[src/rtl/atm_hec_pkg.sv]
package atm_hec_pkg;

    typedef enum logic [1:0] {
        ST_IDLE = 2'd0,
        ST_HDR  = 2'd1,
        ST_HEC  = 2'd2,
        ST_PAY  = 2'd3
    } cell_state_t;

    typedef struct packed {
        logic ins;
        logic coset;
    } cell_mode_t;

endpackage

[src/rtl/hec_crc8_step.sv]
module hec_crc8_step #(
    parameter int          W    = 8,
    parameter logic [W-1:0] POLY = 8'h07
) (
    input  logic [W-1:0] crc_in,
    input  logic [W-1:0] data_in,
    output logic [W-1:0] crc_out
);
    always_comb begin
        logic [W-1:0] c;
        c = crc_in;
        for (int i = W - 1; i >= 0; i--) begin
            if (c[W-1] ^ data_in[i]) c = {c[W-2:0], 1'b0} ^ POLY;
            else                     c = {c[W-2:0], 1'b0};
        end
        crc_out = c;
    end
endmodule

[src/rtl/hec_cfg_reg.sv]
module hec_cfg_reg #(
    parameter int W         = 8,
    parameter int COSET_BIT = 6,
    parameter int VALID_BIT = 5,
    parameter int IDLE_BIT  = 1
) (
    input  logic         clk,
    input  logic         rst_n,
    input  logic         we,
    input  logic [W-1:0] wdata,
    output logic         coset_en,
    output logic         valid_en,
    output logic         idle_en
);
    logic cfg_unused;
    assign cfg_unused = ^wdata;

    always_ff @(posedge clk or negedge rst_n) begin
        if (!rst_n) begin
            coset_en <= 1'b1;
            valid_en <= 1'b1;
            idle_en  <= 1'b1;
        end else if (we) begin
            coset_en <= wdata[COSET_BIT];
            valid_en <= wdata[VALID_BIT];
            idle_en  <= wdata[IDLE_BIT];
        end
    end
endmodule

[src/rtl/hec_cell_fsm.sv]
module hec_cell_fsm
    import atm_hec_pkg::*;
#(
    parameter int           W        = 8,
    parameter int           CELL_LEN = 53,
    parameter int           HDR_LEN  = 4,
    parameter logic [W-1:0] POLY     = 8'h07,
    parameter logic [W-1:0] COSET    = 8'h55
) (
    input  logic         clk,
    input  logic         rst_n,
    input  logic         in_valid,
    input  logic         in_soc,
    input  logic         in_idle,
    input  logic [W-1:0] in_data,
    input  logic         coset_en,
    input  logic         valid_en,
    input  logic         idle_en,
    output logic         hec_sel,
    output logic [W-1:0] hec_val,
    output cell_mode_t   mode_q
);
    localparam int CNT_W = $clog2(CELL_LEN + 1);

    cell_state_t      state_q, state_d;
    logic [CNT_W-1:0] cnt_q, cnt_d;
    logic [W-1:0]     crc_q, crc_d, crc_seed, crc_next;
    cell_mode_t       mode_d;

    assign crc_seed = in_soc ? '0 : crc_q;

    hec_crc8_step #(.W(W), .POLY(POLY)) u_step (
        .crc_in  (crc_seed),
        .data_in (in_data),
        .crc_out (crc_next)
    );

    always_comb begin
        state_d = state_q;
        cnt_d   = cnt_q;
        crc_d   = crc_q;
        mode_d  = mode_q;
        if (in_valid) begin
            if (in_soc) begin
                state_d      = (HDR_LEN == 1) ? ST_HEC : ST_HDR;
                cnt_d        = CNT_W'(1);
                crc_d        = crc_next;
                mode_d.ins   = in_idle ? idle_en : valid_en;
                mode_d.coset = coset_en;
            end else begin
                unique case (state_q)
                    ST_IDLE: ;
                    ST_HDR: begin
                        crc_d = crc_next;
                        cnt_d = cnt_q + CNT_W'(1);
                        if (cnt_q + CNT_W'(1) == CNT_W'(HDR_LEN)) state_d = ST_HEC;
                    end
                    ST_HEC: begin
                        cnt_d   = cnt_q + CNT_W'(1);
                        state_d = ST_PAY;
                    end
                    ST_PAY: begin
                        cnt_d = cnt_q + CNT_W'(1);
                        if (cnt_q + CNT_W'(1) == CNT_W'(CELL_LEN)) state_d = ST_IDLE;
                    end
                endcase
            end
        end
    end

    always_ff @(posedge clk or negedge rst_n) begin
        if (!rst_n) begin
            state_q <= ST_IDLE;
            cnt_q   <= '0;
            crc_q   <= '0;
            mode_q  <= '0;
        end else begin
            state_q <= state_d;
            cnt_q   <= cnt_d;
            crc_q   <= crc_d;
            mode_q  <= mode_d;
        end
    end

    always_comb begin
        hec_sel = in_valid && !in_soc && (state_q == ST_HEC) && mode_q.ins;
        hec_val = crc_q ^ (mode_q.coset ? COSET : '0);
    end
endmodule

[src/rtl/atm_hec_inserter.sv]
module atm_hec_inserter
    import atm_hec_pkg::*;
#(
    parameter int W        = 8,
    parameter int CELL_LEN = 53,
    parameter int HDR_LEN  = 4
) (
    input  logic         clk,
    input  logic         rst_n,
    input  logic         cfg_we,
    input  logic [W-1:0] cfg_wdata,
    input  logic         in_valid,
    input  logic         in_soc,
    input  logic         in_idle,
    input  logic [W-1:0] in_data,
    output logic         out_valid,
    output logic         out_soc,
    output logic         out_idle,
    output logic [W-1:0] out_data
);
    logic         coset_en, valid_en, idle_en;
    logic         hec_sel;
    logic [W-1:0] hec_val;
    cell_mode_t   mode_q;

    hec_cfg_reg #(.W(W)) u_cfg (
        .clk      (clk),
        .rst_n    (rst_n),
        .we       (cfg_we),
        .wdata    (cfg_wdata),
        .coset_en (coset_en),
        .valid_en (valid_en),
        .idle_en  (idle_en)
    );

    hec_cell_fsm #(.W(W), .CELL_LEN(CELL_LEN), .HDR_LEN(HDR_LEN)) u_fsm (
        .clk      (clk),
        .rst_n    (rst_n),
        .in_valid (in_valid),
        .in_soc   (in_soc),
        .in_idle  (in_idle),
        .in_data  (in_data),
        .coset_en (coset_en),
        .valid_en (valid_en),
        .idle_en  (idle_en),
        .hec_sel  (hec_sel),
        .hec_val  (hec_val),
        .mode_q   (mode_q)
    );

    always_ff @(posedge clk or negedge rst_n) begin
        if (!rst_n) begin
            out_valid <= 1'b0;
            out_soc   <= 1'b0;
            out_idle  <= 1'b0;
            out_data  <= '0;
        end else begin
            out_valid <= in_valid;
            out_soc   <= in_valid && in_soc;
            out_idle  <= in_idle;
            out_data  <= hec_sel ? hec_val : in_data;
        end
    end
endmodule

[config.mk]
export PLATFORM = sky130hd
export DESIGN_NAME = atm_hec_inserter
export DESIGN_NICKNAME = d
export VERILOG_FILES = /design/src/rtl/atm_hec_pkg.sv /design/src/rtl/hec_crc8_step.sv /design/src/rtl/hec_cfg_reg.sv /design/src/rtl/hec_cell_fsm.sv /design/src/rtl/atm_hec_inserter.sv
export SDC_FILE = /design/constraint.sdc
export NUM_CORES = 1
export LEC_CHECK = 0
export BUFFER_PORTS_ARGS = -buffer_cell sky130_fd_sc_hd__buf_2
export CAP_MARGIN = 20
export CORE_MARGIN = 10
export CORE_UTILIZATION = 29
export DETAILED_ROUTE_END_ITERATION = 12
export PLACE_DENSITY = 0.46
export SYNTH_ARGS = -nofsm -noshare
export SYNTH_HDL_FRONTEND = slang
export SYNTH_SLANG_ARGS = --single-unit
[constraint.sdc]
create_clock -name clk -period 3.5 [get_ports clk]
set_clock_uncertainty 0.1 [all_clocks]
set_input_delay 0.525 -clock clk [delete_from_list [all_inputs] [get_ports clk]]
set_output_delay 0.525 -clock clk [all_outputs]
set_load 0.05 [all_outputs]
==> results of run 1 <==
==> routing by layer <==
metal	part of all wire (%)	global-route usage, %	vias up
li1	-	-	685
met1	47	10.2	649
met2	44	12.2	30
met3	6.8	3.57	6
met4	1.6	3.26	0
met5	0	0	-
==> cell usage after synthesis (2+ instances only) <==
cell type   n
nand3_1     4
nor2_1     15
a22o_1      2
inv_1       7
nor2b_1     6
a21oi_1     5
o21ai_0    18
o31ai_1     2
xor2_1      7
xnor2_1    18
dfrtp_1    29
nand2b_1    3
clkbuf_1    7
a31o_2      2
dfstp_2     3
xnor2_2     2
nand2_1    18
nor3_1      2
ha_1        3
mux2_2      7
o221ai_1    2
xnor3_1     3
==> cell type report <==
type                    instances  area share [%]
multi-input cells             136            46.1
flip-flops and latches         32            36.7
repair buffers                 28            6.51
well taps                      77            4.40
clock buffers                   5            3.14
clock inverters                 3            1.94
inverters                       7            1.20
==> flip-flops by register name, indices dropped and copies added, names as in the netlist <==
signal,flops
u_cfg.valid_en,1
out_idle,1
u_cfg.coset_en,1
u_fsm.crc_q,8
out_data,8
out_valid,1
u_cfg.idle_en,1
u_fsm.mode_q,2
u_fsm.cnt_q,6
u_fsm.state_q,2
out_soc,1
==> where the power goes <==
part | internal, W | switching [W] | leakage, nW
clock network | 0.000211 | 0.000145 | 0.0541
registers | 0.000466 | 0.000138 | 0.382
logic | 0.000343 | 0.000315 | 0.535
==> per-stage QoR <==
step / util [%] / hold WS [ps] / area, µm²
after floorplan: - / 129 / 1880
after global placement: 32.9 / 394 / 2080
after detailed placement: 32.9 / 387 / 2080
after CTS: 34.7 / 227 / 2190
after global routing: 34.7 / 248 / 2190
final: 34.7 / 193 / 2190
==> worst max path at each step <==
stage                startpoint        endpoint  slack (ps)  cells after the start
3_5_place_dp         in_data[7]  u_fsm.crc_q[3]        1160                      6
6_report             in_data[7]  u_fsm.crc_q[3]        1470                      6
3_3_place_gp         in_data[7]  u_fsm.crc_q[3]        1170                      6
4_1_cts              in_data[7]  u_fsm.crc_q[3]        1460                      6
2_1_floorplan        in_data[7]  u_fsm.crc_q[3]        1490                      5
5_1_grt        u_fsm.state_q[0]  u_fsm.crc_q[7]        1370                      4
==> logic make-up after synthesis <==
family / share of synthesized area (%)
AND/OR/NAND/NOR: 13.0
AO/OA/AOI/OAI: 13.4
XOR/XNOR: 19.2
flip-flops: 42.8
buffers and inverters: 3.66
multiplexers: 5.92
adder cells (fa/ha/maj): 1.99
==> results.md, run 1 <==
- Die area: 10100 µm²
- Post-synth EDFFs: 0
- Final std cells w/o fill: 288
- Number of clock sinks: 32
- Number of synthesis warnings: 0
- WP data arrival: 2100 ps
- Highest-count cells in the layout ignoring fill and taps: 29 x dfrtp_1, 27 x buf_2, 18 x xnor2_1, 18 x nand2_1, 18 x o21ai_0
- Initial antenna violation count: 0
- Total track usage: 8.23%
- Reg2reg setup slack: 1480 ps
- Final Cycle Share: 58.1%
- Delay-heaviest family, CP: XOR/XNOR gates
- Placed cells: 280
- Worst VDD drop: 0.375 mV
- Post-Syn Instances: 185
- Final setup margin: 1470 ps
- Worst slew margin: 51.4%
- CP peak stage delay: 390 ps
- # DRC: 0
- Ys async rst share: 100%
- Nets@finish: 235
- DR vias: 1370
- Crit end category: flop
- Diode count: 0
- Slowest CP cell: a2111o_1
- Max cap viols: 0
- Pwr Density: 739 nW/µm²
- Initial Utilization: 29.8%
- Syn Area/Cell: 10.2 µm²
- Min cycle time layout: 2030 ps
- Tot Pwr: 0.00162 W
- Crit path required time: 3570 ps
- H-tree depth: 2
- Register bit total from synthesis: 32
- Global placement routability congestion: 0.706
- Slew at the pin closest to its max-slew limit: 729 ps
- Multi-input gate area: 1010 µm²
- Post-CTS Hold Fix Bufs: 0
- Critical path, cell by cell: buf_2 > xnor2_2 > xor2_2 > xor2_1 > mux4_2 > a2111o_1
- CP Class: in2reg
- # IOs: 33
- Core area: 6310 µm²
- Worst Setup Start Kind: input port
- Post-CTS sizing: 0
- Final setup viols: 0
- Synth Flop Type: dfrtp_1
- Worst-path clk slew: 70 ps
- Worst path bufs/invs: 1
- Register area share after synthesis: 42.8%
- Port Buffer Count: 27
- Mapped cell area: 1880 µm²
- Leak: 0.972 nW
- RSZ-0062 raised after global routing: no
- Commonest non-fill, non-tap cell in the layout: dfrtp_1
- Filler instances: 668
- Outcome: finished clean
- Register-to-Register Path Depth: 4
- Largest net degree at the start of global routing: 33
- DPL Wire Length: 2.84 mm
- Drt initial violations: 66
- Sequential Area: 805 µm²
- Cell taking the most area after synthesis: dfrtp_1
- Area fraction of the dominant cell type after synthesis: 38.6%
- Final hold violations: 0
- DRT Pass-1 Iters: 4
- # rows: 29
- Worst hold-check path type: in2async
- Die Y: 101 µm
- Syn_nets: 210
- Area grow syn2layout: 16.4%
- Per-cell routed wire length: 13.6 µm
- Share of post-route cells with drive strength above 1: 25.1%
- Peak Freq: 491 MHz
- Synth top area cells: dfrtp_1 39%, xnor2_1 8.4%, o21ai_0 4.8%, dfstp_2 4.2%, mux2_2 4.2%
- Avg Vias per Cell: 4.76
- Final setup TNS: 0 ps
- CTS tree: done
- Die width: 101 µm
- Clk_lat worst skew: 280 ps
- RR Startpoint: u_fsm.crc_q[2]
- Reg2Reg Capture Point: u_fsm.crc_q[3]
- Vias in the first global route: 1331
- Routed WL: 3.92 mm
- Root Driver: clkbuf_8
- Max Buffers Root-to-Sink: 2
- Inserted Clock Buffers: 5
- CP max FO: 4
- Post-CTS setup buffer count: 0
- Total congestion overflow: 0
- Global-route wire length before repair: 6.64 mm
- Worst slack, placed: 1160 ps
- Slew Limit Fails: 0
- Post-DRT Antenna Nets: 0
- Yosys cell types: 42
(Power assumes the default switching activity.)
==> run 2, diff against run 1 <==
ABC_AREA = 1   (was unset)
clock period = 2 ns   (was 3.5 ns; I/O delays follow)
==> results.md, run 2 <==
- Clk_lat worst skew: 280 ps
- Registers with the most flip-flops: out_data: 8 flops, u_fsm.crc_q: 8 flops, u_fsm.cnt_q: 6 flops
- DR vias: 1485
- Drt initial violations: 52
- Largest net degree at the start of global routing: 33
- Tot Pwr: 0.00254 W
- CP Class: reg2reg
- Final setup viols: 0
- Register area share after synthesis: 43.1%
- Die Y: 100 µm
- Ys async rst share: 100%
- Port Buffer Count: 27
- Commonest non-fill, non-tap cell in the layout: nand2_1
- WP data arrival: 1780 ps
- Fin area: 2230 µm²
- RSZ-0062 raised after global routing: no
- Crit path required time: 2080 ps
- Filler instances: 682
- CP most frequent cell: nand2_1
- Delay-heaviest family, CP: simple AND/OR/NAND/NOR gates
- Area grow syn2layout: 19.6%
- Post-DRT Antenna Nets: 0
- Sequential share of power: 39.1%
- Worst Setup Start Kind: flop
- Peak Freq: 586 MHz
- Routed WL: 3.93 mm
- Final setup TNS: 0 ps
- Slew at the pin closest to its max-slew limit: 489 ps
- Share of post-route cells with drive strength above 1: 25.6%
- Final Util: 35.4%
- Synth top area cells: dfrtp_1 39%, nand2_1 16%, nand3_1 5.4%, inv_1 4.8%, xor2_4 4.4%
- Diode count: 0
- Highest-count cells in the layout ignoring fill and taps: 80 x nand2_1, 29 x dfrtp_1, 27 x buf_2
- Top-count cell post-synth: nand2_1
- Critical path, cell by cell: ha_1 > xor2_1 > nand2_1 > nor2_1 > nand2_1 > nand2_1 > nand3_1 > nand2_1 > nand2_1
- DPL Wire Length: 3.00 mm
- Sw Pwr: 0.000999 W
- Die width: 100 µm
- # DRC: 0
- Syn Area/Cell: 8.16 µm²
- Final hold violations: 0
- Cell taking the most area after synthesis: dfrtp_1
- Worst path bufs/invs: 0
- Die area: 10100 µm²
- Global placement routability congestion: 0.751
- Slowest CP cell: dfrtp_1
- Worst-path clk slew: 70 ps
- Number of clock sinks: 32
- Syn_nets: 254
- Switching share of power: 39.3%
- Max cap viols: 0
- Post-Syn Instances: 229
- Per-cell routed wire length: 11.4 µm
- H-tree depth: 2
- Mapped cell area: 1870 µm²
- Initial Utilization: 29.6%
- Inserted Clock Buffers: 5
- Worst hold-check path type: in2reg
- Vias in the first global route: 1458
- Min cycle time layout: 1710 ps
- DRT Pass-1 Iters: 4
- Area fraction of the dominant cell type after synthesis: 38.8%
- Int Power: 0.00154 W
- CP max FO: 7
- Synth Flop Type: dfrtp_1
- Post-synth EDFFs: 0
- Global-route wire length before repair: 6.87 mm
- Core area: 6310 µm²
- Worst VDD drop: 0.383 mV
- # rows: 29
- Leak: 1.13 nW
- Hold WS: 51.8 ps
- Number of synthesis warnings: 0
- CTS tree: done
- Total congestion overflow: 0
- Initial antenna violation count: 0
- Crit end category: flop
- CP peak stage delay: 480 ps
- Final Cycle Share: 85.3%
- Placement Cell Area: 2110 µm²
- Yosys cell types: 32
- Worst slew margin: 67.3%
- Register bit total from synthesis: 32
- Synth cell count leaders: 80 x nand2_1, 29 x dfrtp_1, 24 x inv_1, 20 x nand3_1, 12 x o21ai_0
- # IOs: 33
- Nets@finish: 290
- Total track usage: 8.43%
- Max Buffers Root-to-Sink: 2
- Outcome: finished clean
- Gate power share: 36.3%
- Clock Power Share: 24.6%
- Slew Limit Fails: 0
- Root Driver: clkbuf_8
- Pwr Density: 1140 nW/µm²
- Avg Vias per Cell: 4.33
run 2: path summary, 6_finish.rpt:
check	startpoint	endpoint	slack, ps	cells past startpoint
hold reg to reg	u_cfg.coset_en	u_cfg.coset_en	390	2
max in group asynchronous	rst_n	u_cfg.coset_en	990	3
setup / recovery	u_fsm.cnt_q[0]	u_fsm.state_q[1]	290	9
min in group asynchronous	rst_n	out_data[7]	460	3
hold / removal	in_idle	out_idle	50	1
setup reg to reg	u_fsm.cnt_q[0]	u_fsm.state_q[1]	290	9
run 2: per-stage QoR:
| step | setup slack [ps] | instances |
|---|---|---|
| after floorplan | 478 | 229 |
| after global placement | 209 | 334 |
| after detailed placement | 196 | 334 |
| after CTS | 306 | 343 |
| after global routing | 111 | 343 |
| final | 293 | 343 |
run 2: power groups by stage:
| stage | Combinational [W] | Sequential, W | Clock, W |
|---|---|---|---|
| finish | 0.000923 | 0.000993 | 0.000626 |
| global route | 0.00107 | 0.00103 | 0.000674 |
| CTS | 0.000939 | 0.000995 | 0.000646 |
| detailed placement | 0.000933 | 0.00101 | 0 |
| global placement | 0.000929 | 0.00101 | 0 |
| floorplan | 0.000721 | 0.00101 | 0 |
run 2: repair_timing:
| item | 4_1_cts | 5_1_grt |
|---|---|---|
| hold buffers | 1 | 0 |
| endpoints found under the setup margin | 0 | 0 |
| endpoints found under the hold margin | 29 | 0 |
| resized for setup | 0 | 0 |
| setup buffers | 0 | 0 |
run 2: per-layer routing:
| metal | wire [µm] | global-route usage (%) | up-vias | part of all wire, % |
|---|---|---|---|---|
| met5 | 0 | 0 | - | 0 |
| met4 | 51 | 2.61 | 0 | 1.3 |
| met3 | 176 | 3.02 | 5 | 4.5 |
| met2 | 1760 | 12.8 | 20 | 45 |
| met1 | 1940 | 10.9 | 663 | 49 |
| li1 | - | - | 797 | - |
run 2: area by class of cell:
type / count / area, µm² / area share [%]
flip-flops and latches: 32 / 805 / 36.0
multi-input cells: 164 / 928 / 41.6
repair buffers: 33 / 183 / 8.18
inverters: 29 / 110 / 4.93
clock buffers: 5 / 68.8 / 3.08
clock inverters: 3 / 42.5 / 1.90
well taps: 77 / 96.3 / 4.31
run 2: kinds of logic (layout without fill, tap and decap cells):
kind of cell    after synthesis  after routing  synth area share, %
compound gates               22             22                 6.56
xor+xnor                     12             12                 9.85
fa+ha+maj                     3              3                 2.01
buf+inv                      33             70                 7.23
flops                        32             32                 43.1
mux                           3              3                 1.81
simple gates                124            124                 29.5
